**src/rtl/imc_pkg.sv**
```systemverilog
package imc_pkg;

    typedef enum logic [2:0] {
        TGT_NONE    = 3'd0,
        TGT_COEF_I  = 3'd1,
        TGT_COEF_Q  = 3'd2,
        TGT_COEF_IQ = 3'd3,
        TGT_MAP     = 3'd4,
        TGT_FIFO    = 3'd5,
        TGT_RSV6    = 3'd6,
        TGT_RSV7    = 3'd7
    } tgt_e;

    typedef struct packed {
        logic auto_inc;
        logic rd_dir;
        tgt_e tgt;
    } ctrl_t;

    function automatic logic is_coef(input tgt_e t);
        return (t == TGT_COEF_I) || (t == TGT_COEF_Q) || (t == TGT_COEF_IQ);
    endfunction

endpackage

```
**src/rtl/imc_addr_gen.sv**
```systemverilog
module imc_addr_gen #(
    parameter int AW = 8
) (
    input  logic          clk,
    input  logic          rst_n,
    input  logic          clear,
    input  logic          step,
    input  logic [AW-1:0] last,
    output logic [AW-1:0] addr_o
);
    logic [AW-1:0] addr_d, addr_q;

    always_comb begin
        addr_d = addr_q;
        if (clear) begin
            addr_d = '0;
        end else if (step) begin
            addr_d = (addr_q >= last) ? '0 : addr_q + 1'b1;
        end
    end

    always_ff @(posedge clk or negedge rst_n) begin
        if (!rst_n) addr_q <= '0;
        else        addr_q <= addr_d;
    end

    assign addr_o = addr_q;

    // the generated address never leaves the selected memory
    assert_addr_bound_R6: assert property (@(posedge clk) disable iff (!rst_n)
        addr_q <= last);

    // a target change lands the address at zero
    assert_clear_zero_R7: assert property (@(posedge clk) disable iff (!rst_n)
        clear |=> addr_q == '0);

endmodule

```
**src/rtl/imc_wide_buf.sv**
```systemverilog
module imc_wide_buf #(
    parameter int STAGE_W = 32,
    parameter int NSLICE  = 3
) (
    input  logic                              clk,
    input  logic                              rst_n,
    input  logic                              load,
    input  logic [1:0]                        ws,
    input  logic [STAGE_W-1:0]                stage,
    output logic [(NSLICE-1)*STAGE_W-1:0]     held_o
);
    localparam int NHELD = NSLICE - 1;

    logic [NHELD-1:0][STAGE_W-1:0] held_d, held_q;

    for (genvar k = 0; k < NHELD; k++) begin : g_slice
        always_comb begin
            held_d[k] = held_q[k];
            if (load && (ws == 2'(k))) held_d[k] = stage;
        end
    end

    always_ff @(posedge clk or negedge rst_n) begin
        if (!rst_n) held_q <= '0;
        else        held_q <= held_d;
    end

    assign held_o = held_q;

    // a held slice only changes on a load
    assert_slice_stable_R2: assert property (@(posedge clk) disable iff (!rst_n)
        !load |=> $stable(held_q));

endmodule

```
**src/rtl/imc_top.sv**
```systemverilog
module imc_top
    import imc_pkg::*;
#(
    parameter int          STAGE_W    = 32,
    parameter int          COEF_W     = 72,
    parameter int          COEF_DEPTH = 64,
    parameter int          MAP_W      = 8,
    parameter int          MAP_DEPTH  = 256,
    parameter int          FIFO_DEPTH = 256,
    parameter logic [7:0]  LOAD_CODE  = 8'h0F,
    localparam int MAXD = (COEF_DEPTH > MAP_DEPTH)
                          ? ((COEF_DEPTH > FIFO_DEPTH) ? COEF_DEPTH : FIFO_DEPTH)
                          : ((MAP_DEPTH > FIFO_DEPTH) ? MAP_DEPTH : FIFO_DEPTH),
    localparam int AW = $clog2(MAXD)
) (
    input  logic               clk,
    input  logic               rst_n,
    input  logic               cfg_we,
    input  logic [7:0]         cfg_data,
    input  logic               xfer_stb,
    input  logic [7:0]         xfer_code,
    input  logic [STAGE_W-1:0] stage_data,
    input  logic [AW-1:0]      host_addr,
    output logic               coef_i_we,
    output logic               coef_q_we,
    output logic [COEF_W-1:0]  coef_wdata,
    output logic               map_we,
    output logic [MAP_W-1:0]   map_wdata,
    output logic [AW-1:0]      wr_addr,
    output logic [AW-1:0]      rd_addr,
    input  logic [COEF_W-1:0]  coef_i_rdata,
    input  logic [COEF_W-1:0]  coef_q_rdata,
    input  logic [MAP_W-1:0]   map_rdata,
    input  logic [STAGE_W-1:0] fifo_rdata,
    output logic [STAGE_W-1:0] rd_data
);
    localparam int         NSLICE  = (COEF_W + STAGE_W - 1) / STAGE_W;
    localparam logic [1:0] LAST_WS = 2'(NSLICE - 1);

    typedef struct packed {
        ctrl_t              ctrl;
        logic [1:0]         ws;
        logic               i_we;
        logic               q_we;
        logic               m_we;
        logic [COEF_W-1:0]  cwd;
        logic [MAP_W-1:0]   mwd;
        logic [AW-1:0]      waddr;
        logic [STAGE_W-1:0] rdat;
    } st_t;

    st_t s_d, s_q;

    logic                           go, wide, last_slice, step, clear, buf_load;
    logic [AW-1:0]                  gen_addr, eff_addr, depth_last;
    logic [(NSLICE-1)*STAGE_W-1:0]  held;
    logic [NSLICE*STAGE_W-1:0]      full_word;
    logic [4*STAGE_W-1:0]           rpad;

    assign go         = xfer_stb && (xfer_code == LOAD_CODE) && !cfg_we;
    assign wide       = is_coef(s_q.ctrl.tgt);
    assign last_slice = (s_q.ws >= LAST_WS);
    assign eff_addr   = s_q.ctrl.auto_inc ? gen_addr : host_addr;
    assign clear      = cfg_we && (cfg_data[4:2] != s_q.ctrl.tgt);
    assign buf_load   = go && wide && !s_q.ctrl.rd_dir;
    assign full_word  = {stage_data, held};

    always_comb begin
        case (s_q.ctrl.tgt)
            TGT_COEF_I, TGT_COEF_Q, TGT_COEF_IQ: depth_last = AW'(COEF_DEPTH - 1);
            TGT_MAP:                             depth_last = AW'(MAP_DEPTH - 1);
            TGT_FIFO:                            depth_last = AW'(FIFO_DEPTH - 1);
            default:                             depth_last = '0;
        endcase
    end

    always_comb begin
        rpad = '0;
        rpad[COEF_W-1:0] = (s_q.ctrl.tgt == TGT_COEF_Q) ? coef_q_rdata : coef_i_rdata;
    end

    always_comb begin
        s_d      = s_q;
        s_d.i_we = 1'b0;
        s_d.q_we = 1'b0;
        s_d.m_we = 1'b0;
        step     = 1'b0;
        if (cfg_we) begin
            s_d.ctrl.auto_inc = cfg_data[6];
            s_d.ctrl.rd_dir   = cfg_data[5];
            s_d.ctrl.tgt      = tgt_e'(cfg_data[4:2]);
            s_d.ws            = cfg_data[1:0];
        end else if (go) begin
            if (wide) begin
                if (s_q.ctrl.rd_dir) begin
                    s_d.rdat = rpad[32'(s_q.ws) * STAGE_W +: STAGE_W];
                end
                if (last_slice) begin
                    if (!s_q.ctrl.rd_dir) begin
                        s_d.i_we  = s_q.ctrl.tgt[0];
                        s_d.q_we  = s_q.ctrl.tgt[1];
                        s_d.cwd   = full_word[COEF_W-1:0];
                        s_d.waddr = eff_addr;
                    end
                    s_d.ws = 2'd0;
                    step   = 1'b1;
                end else begin
                    s_d.ws = s_q.ws + 2'd1;
                end
            end else if (s_q.ctrl.tgt == TGT_MAP) begin
                if (s_q.ctrl.rd_dir) begin
                    s_d.rdat = STAGE_W'(map_rdata);
                end else begin
                    s_d.m_we  = 1'b1;
                    s_d.mwd   = stage_data[MAP_W-1:0];
                    s_d.waddr = eff_addr;
                end
                step = 1'b1;
            end else if ((s_q.ctrl.tgt == TGT_FIFO) && s_q.ctrl.rd_dir) begin
                s_d.rdat = fifo_rdata;
                step     = 1'b1;
            end
        end
    end

    always_ff @(posedge clk or negedge rst_n) begin
        if (!rst_n) s_q <= '0;
        else        s_q <= s_d;
    end

    imc_addr_gen #(.AW(AW)) u_addr (
        .clk    (clk),
        .rst_n  (rst_n),
        .clear  (clear),
        .step   (step && s_q.ctrl.auto_inc),
        .last   (depth_last),
        .addr_o (gen_addr)
    );

    imc_wide_buf #(.STAGE_W(STAGE_W), .NSLICE(NSLICE)) u_buf (
        .clk    (clk),
        .rst_n  (rst_n),
        .load   (buf_load),
        .ws     (s_q.ws),
        .stage  (stage_data),
        .held_o (held)
    );

    assign coef_i_we  = s_q.i_we;
    assign coef_q_we  = s_q.q_we;
    assign coef_wdata = s_q.cwd;
    assign map_we     = s_q.m_we;
    assign map_wdata  = s_q.mwd;
    assign wr_addr    = s_q.waddr;
    assign rd_addr    = eff_addr;
    assign rd_data    = s_q.rdat;

    // a coefficient strobe follows a load-code transfer
    assert_coef_after_xfer_R2: assert property (@(posedge clk) disable iff (!rst_n)
        (coef_i_we || coef_q_we) |-> $past(xfer_stb && xfer_code == LOAD_CODE));

    // map and coefficient strobes never coincide
    assert_one_target_R3: assert property (@(posedge clk) disable iff (!rst_n)
        $onehot0({map_we, coef_i_we || coef_q_we}));

    // no strobe after a write aimed at the FIFO or an unused code
    assert_no_bad_write_R8: assert property (@(posedge clk) disable iff (!rst_n)
        (go && !s_q.ctrl.rd_dir && (s_q.ctrl.tgt == TGT_FIFO || s_q.ctrl.tgt == TGT_NONE
            || s_q.ctrl.tgt == TGT_RSV6 || s_q.ctrl.tgt == TGT_RSV7))
        |=> !(coef_i_we || coef_q_we || map_we));

    // other transfer codes leave the outputs quiet
    assert_code_ignored_R11: assert property (@(posedge clk) disable iff (!rst_n)
        (xfer_stb && xfer_code != LOAD_CODE && !cfg_we)
        |=> ($stable(rd_data) && !(coef_i_we || coef_q_we || map_we)));

endmodule

```
**config.mk**
```make
export PLATFORM = sky130hd
export DESIGN_NAME = imc_top
export DESIGN_NICKNAME = d
export VERILOG_FILES = /design/src/rtl/imc_pkg.sv /design/src/rtl/imc_addr_gen.sv /design/src/rtl/imc_wide_buf.sv /design/src/rtl/imc_top.sv
export SDC_FILE = /design/constraint.sdc
export NUM_CORES = 1
export LEC_CHECK = 0
export BUFFER_PORTS_ARGS = -buffer_cell sky130_fd_sc_hd__buf_2
export CAP_MARGIN = 30
export CORE_MARGIN = 4
export CORE_UTILIZATION = 30
export CTS_CLUSTER_SIZE = 12
export DETAILED_ROUTE_END_ITERATION = 16
export SLEW_MARGIN = 10
export SYNTH_ARGS = -nofsm -noshare
export SYNTH_HDL_FRONTEND = slang
export SYNTH_SLANG_ARGS = --single-unit
```
**constraint.sdc**
```tcl
create_clock -name clk -period 4.1 [get_ports clk]
set_input_delay 0 -clock clk [delete_from_list [all_inputs] [get_ports clk]]
set_output_delay 0 -clock clk [all_outputs]
set_load 0.05 [all_outputs]
```
# Word level (Yosys, flattened, before mapping)
# Cells that the tools add are included.
# word_totals
register_bits	202
input_bits	244
output_inout_bits	131
elab_cells	94
# classes
bitwise_logic	3
shifts	1
n_reduce_logical	26
mux	35
add_sub_neg	2
order_cmp	2
n_eq_ne	11
# ops
op	n
$mux W72	4
$mux W32	4
$shiftx A128 B8 Y32	1
$mux W125	1
$mux W123	1
$mux W8	7
$mux W40	1
$mux W16	2
$reduce_and A5 Y1	4
$pmux W8 S2	1
$logic_and A1 B1 Y1	9
$mux W1	9
$add A8 B1 Y8 const B	1
$eq A8 B4 Y1 const B	1
$ge A8 B8 Y1	1
$mux W2	4
$reduce_bool A2 Y1	4
$eq A3 B2 Y1 const B	2
$eq A3 B3 Y1 const B	2
$mux W4	1
$ne A2 B2 Y1 const B	2
$eq A3 B1 Y1 const B	1
$ne A3 B3 Y1	1
$not A1 Y1	3
other kinds (11)	13

# Depth between registers and ports, before layout
# depth
ltp_word	10
mapped_depth	10
mapped_depth_nobuf	9

# Hierarchy
# From an unflattened synthesis, not the netlist that was laid out.
# unflattened
hier_cells	918
area_unflattened_um2	10697.8
# by_module_without_submodules
module	cells_each	area_per_inst_um2	n_inst	seq_area_each_um2
imc_top	713	7669.9	1	3253.1
imc_wide_buf	136	2416.1	1	1601.5
imc_addr_gen	69	611.8	1	200.2

# Worst setup path before layout
# OpenSTA, ideal clock, no wires.
# synth_path
path_kind	register to register
from	reg s_q[125] (netlist bit)
to	reg u_addr.addr_q[3], in the netlist u_addr.addr_o[3]
arrival_time_ps	2476
setup_slack_ps	1542
period_less_slack_ps	2558
t_required_ps	4018
setup_ps	82
path_stages_with_launch	10
path_buffers	1
cell_sequence	dfrtp_1 > buf_4 > nor3_1 > a21oi_1 > ha_1 > nand2b_1 > a2111oi_0 > o31ai_1 > or4_1 > a31oi_1
# synth_via
elab_chain_cells	9
word_cells_on_any_way	24
classes_between	order compare: 1; eq/ne: 6; mux: 9; reduce/logical: 8
# synth_lines
element	line_no	rtl
from (decl)	imc_top.sv:52	st_t s_d, s_q;
from (signal assigned)	imc_top.sv:127	if (!rst_n) s_q <= '0;
from (signal assigned)	imc_top.sv:128	else s_q <= s_d;
parallel branches: the longest is 9 deep, another holds $ge A8 B8 Y1	-	
to (signal assigned)	imc_addr_gen.sv:24	else addr_q <= addr_d;
to (decl)	imc_addr_gen.sv:11	logic [AW-1:0] addr_d, addr_q;
# Parallel ways; which one is timed is not known. The select of a mux whose other input is x is not followed.
# A chain may end at the register's enable or synchronous reset.

# Final worst setup path
# layout_path
from	reg s_q[124] (netlist bit)
to	reg s_q (netlist bit rd_data[6])
# layout_via
elab_chain_cells	3
# layout_lines
element	line_no	rtl
$shiftx A128 B8 Y32	imc_top.sv:96	s_d.rdat = rpad[32'(s_q.ws) * STAGE_W +: STAGE_W];
$mux W32	imc_top.sv:95	if (s_q.ctrl.rd_dir) begin
$mux W40	imc_top.sv:94	if (wide) begin
# Every way passes these cells. The select of a mux whose other input is x is not followed.

==> flow_summary.yaml <==
pwr:
  ir_drop_v: 0.000242
  leakage_nw: 7.26
  power_density_nw_per_um2: 351
clock_tree:
  h-tree-depth: 1
  clockRootBuffer: "clkbuf_16"
  clk_latency_ps: 520
  clock_sinks: 202
  hold_buffers: 122
  cts_resized: 0
  clk_pin_slew_ps: 60
  cts_buffers: 24
  cts_tree: "built"
  post_cts_buffers: 0
  cts_max_path_buffers: 3
setup_path:
  cp-end-kind: "flop"
  arrival_ps: 4210
  path_class: "reg2reg"
  crit_top_cell: "dlygate4sd3_1"
  cpPeakStageDelay_ps: 760
  cp_slowest_cell: "nand2b_2"
  worstSetupStartpointType: "flop"
  required_ps: 4490
  critPathMaxFanout: 34
  cp_cell_sequence: "buf_4 -> nand2b_2 -> clkinv_1 -> a211o_1 -> a21oi_1 -> dlygate4sd3_1 -> o21ai_0 -> dlygate4sd3_1"
synthesis:
  postSynth.asyncResetShare: 1.00
  yosysSeqAreaShare: 0.463
  synth-seq-cells: 202
  syn-instance-count: 918
  synth_nets: 1171
  avgSynthCellArea_um2: 11.9
  syn-cell-area_um2: 10900
  synth_ff_type: "dfrtp_1"
  synth_cell_types: 57
  synth_warnings: 0
  synth_edf_count: 0
final_layout:
  fin_area_um2: 14300
  fillers: 3490
  n_antenna_cell: 0
  multiInputGateArea_um2: 4560
  layoutNonFillerInstCount: 1753
  nets: 1529
  syn_to_final_growth_pct: 30.8
  drive_gt1_frac: 0.464
  seq_area_um2: 5050
global_route:
  grtUsageTotal: 0.152
  antenna_found_initial: 0
  grt_pass1_vias: 8866
  grt_max_degree: 111
  gr-total-overflow: 0
  grt_pass1_wl_um: 48400
die:
  initial_core_util: 0.306
  rows: 69
  die-width_um: 199
  die_y_um: 199
  core_um2: 35700
  die_area_um2: 39500
  boundaryPins: 375
sta:
  hold_violations: 0
  setup_violations: 0
  worst_pin_slew_ps: 905
  setup_ws_ps: 277
  timing.fmax_ghz: 0.262
  max_slew_margin: 0.397
  rsz0062_at_grt: "no"
  finalCritPeriodShare: 0.932
  final.setup_skew_ps: 10.6
  slew_violations: 0
  holdWs_ps: 35.5
  fin_tns_setup_ps: 0
  fin_crit_ps: 3820
routing:
  first_pass_iters: 5
  drc: 0
  via_count: 8318
  wl_per_cell_um: 17.7
  first_iter_violations: 327
  via_per_inst: 4.75
  drt_wl_total_um: 31100
  drt.antenna.violating_nets: 0
placed_design:
  gp_congestion: 0.836
  dp_hpwl_um: 21900
  pre_cts_ws_ps: 945
  io_buffers: 373
  dpl.cell_count: 1589
  placed_area_um2: 12300
run_status:
  outcome: "complete, no violations"
worst_hold_path:
  hp-class: "in2reg"
flow_run:
  maxCapViolCount: 0
## kinds of logic (layout without fill, tap and decap cells)
family	count (synthesis)	in the layout	synth area share
multiplexers	231	231	0.250
flip-flops	202	202	0.463
buffers and inverters	198	572	0.123
AO/OA/AOI/OAI	143	143	0.0877
AND/OR/NAND/NOR	130	130	0.0618
adder cells (fa/ha/maj)	9	9	0.0103
XOR/XNOR	5	5	0.00401
## synth_stat cells (all sizes together) (8+ instances only)
cell type,instances,area (µm²)
o22ai,24,150
nand2,40,150
ha,9,113
dfrtp,202,5050
nor2,39,181
nand3,18,103
o21ai,19,95.1
a22oi,24,180
mux2,157,1990
buf,152,1170
a21oi,37,185
a211o,8,70.1
mux2i,74,741
clkbuf,24,91.3
o221ai,8,70.1
inv,21,78.8
o311ai,8,70.1
## cell type report
cell class | instances | share of cell area
Multi-Input combinational cell | 518 | 0.319
Inverter | 22 | 0.00578
Sequential cell | 202 | 0.354
Clock inverter | 5 | 0.00298
Timing Repair Buffer | 508 | 0.226
Clock buffer | 37 | 0.0524
Tap cell | 461 | 0.0403
## power by group
group	switching [mW]	total (mW)	leakage, nW	internal, mW
combinational	0.451	0.843	4.10	0.391
clock	0.835	2.09	0.391	1.25
sequential	0.0608	2.09	2.76	2.03
## sequential cells by signal (all words and copies together), names as in the netlist
name and cells:
coef_i_we 1, u_buf.held_o 64, map_we 1, rd_data 32, coef_q_we 1, map_wdata 8
s_q 7, wr_addr 8, u_addr.addr_o 8, coef_wdata 72
## worst max-delay path: cells and delay by family (launching register included)
kind / cells / cell delay [ps]
buffers and inverters: 4 / 1930
AND/OR/NAND/NOR: 1 / 760
AO/OA/AOI/OAI: 3 / 580
flip-flops: 1 / 400
## final timing paths
check                                       from             end  cells after the start  slack [ps]
worst max-delay path                    s_q[124]      rd_data[6]                      8         280
max in group asynchronous                  rst_n     rd_data[14]                      3        2950
min in group asynchronous                  rst_n  coef_wdata[56]                      2         150
worst max register to register          s_q[124]      rd_data[6]                      8         280
worst min-delay path            coef_q_rdata[31]     rd_data[31]                      5          40
worst min register to register    coef_wdata[70]  coef_wdata[70]                      1         500
## per-stage QoR
step,power [mW],util
after global placement,2.83,0.344
final,5.02,0.400
after floorplan,2.55,-
after detailed placement,2.85,0.344
after global routing,5.27,0.400
after CTS,5.11,0.400
## layout by cell type, fill, tap and decap left out, types with 3 or more instances in the layout
| master | instances |
|---|---|
| o311ai_0 | 8 |
| or4_1 | 4 |
| mux2_4 | 60 |
| or3_1 | 3 |
| dlygate4sd3_1 | 122 |
| dfrtp_1 | 202 |
| a211o_1 | 8 |
| clkbuf_1 | 3 |
| clkbuf_16 | 24 |
| mux2i_1 | 74 |
| inv_1 | 21 |
| buf_4 | 10 |
| nand2b_1 | 3 |
| buf_12 | 3 |
| a21oi_1 | 37 |
| buf_2 | 372 |
| xor2_1 | 3 |
| o22ai_1 | 24 |
| nand3_1 | 17 |
| mux2_2 | 97 |
| o221ai_1 | 8 |
| a22oi_1 | 24 |
| nor2_1 | 36 |
| a31oi_1 | 4 |
| nand2_1 | 40 |
| ha_1 | 9 |
| o21ai_0 | 19 |
| nor3_1 | 3 |
| and3_1 | 3 |
| clkbuf_8 | 10 |
## per-layer routing
layer  vias to the layer above  part of all wire  track usage  routed length (µm)
met5                         -                 0            0                   0
met4                         0             0.035       0.0491                1080
met3                        62             0.072       0.0322                2240
met2                       363              0.48        0.264               14900
met1                      4020              0.41        0.188               12900
li1                       3873                 -            -                   -
(Power assumes the default switching activity.)
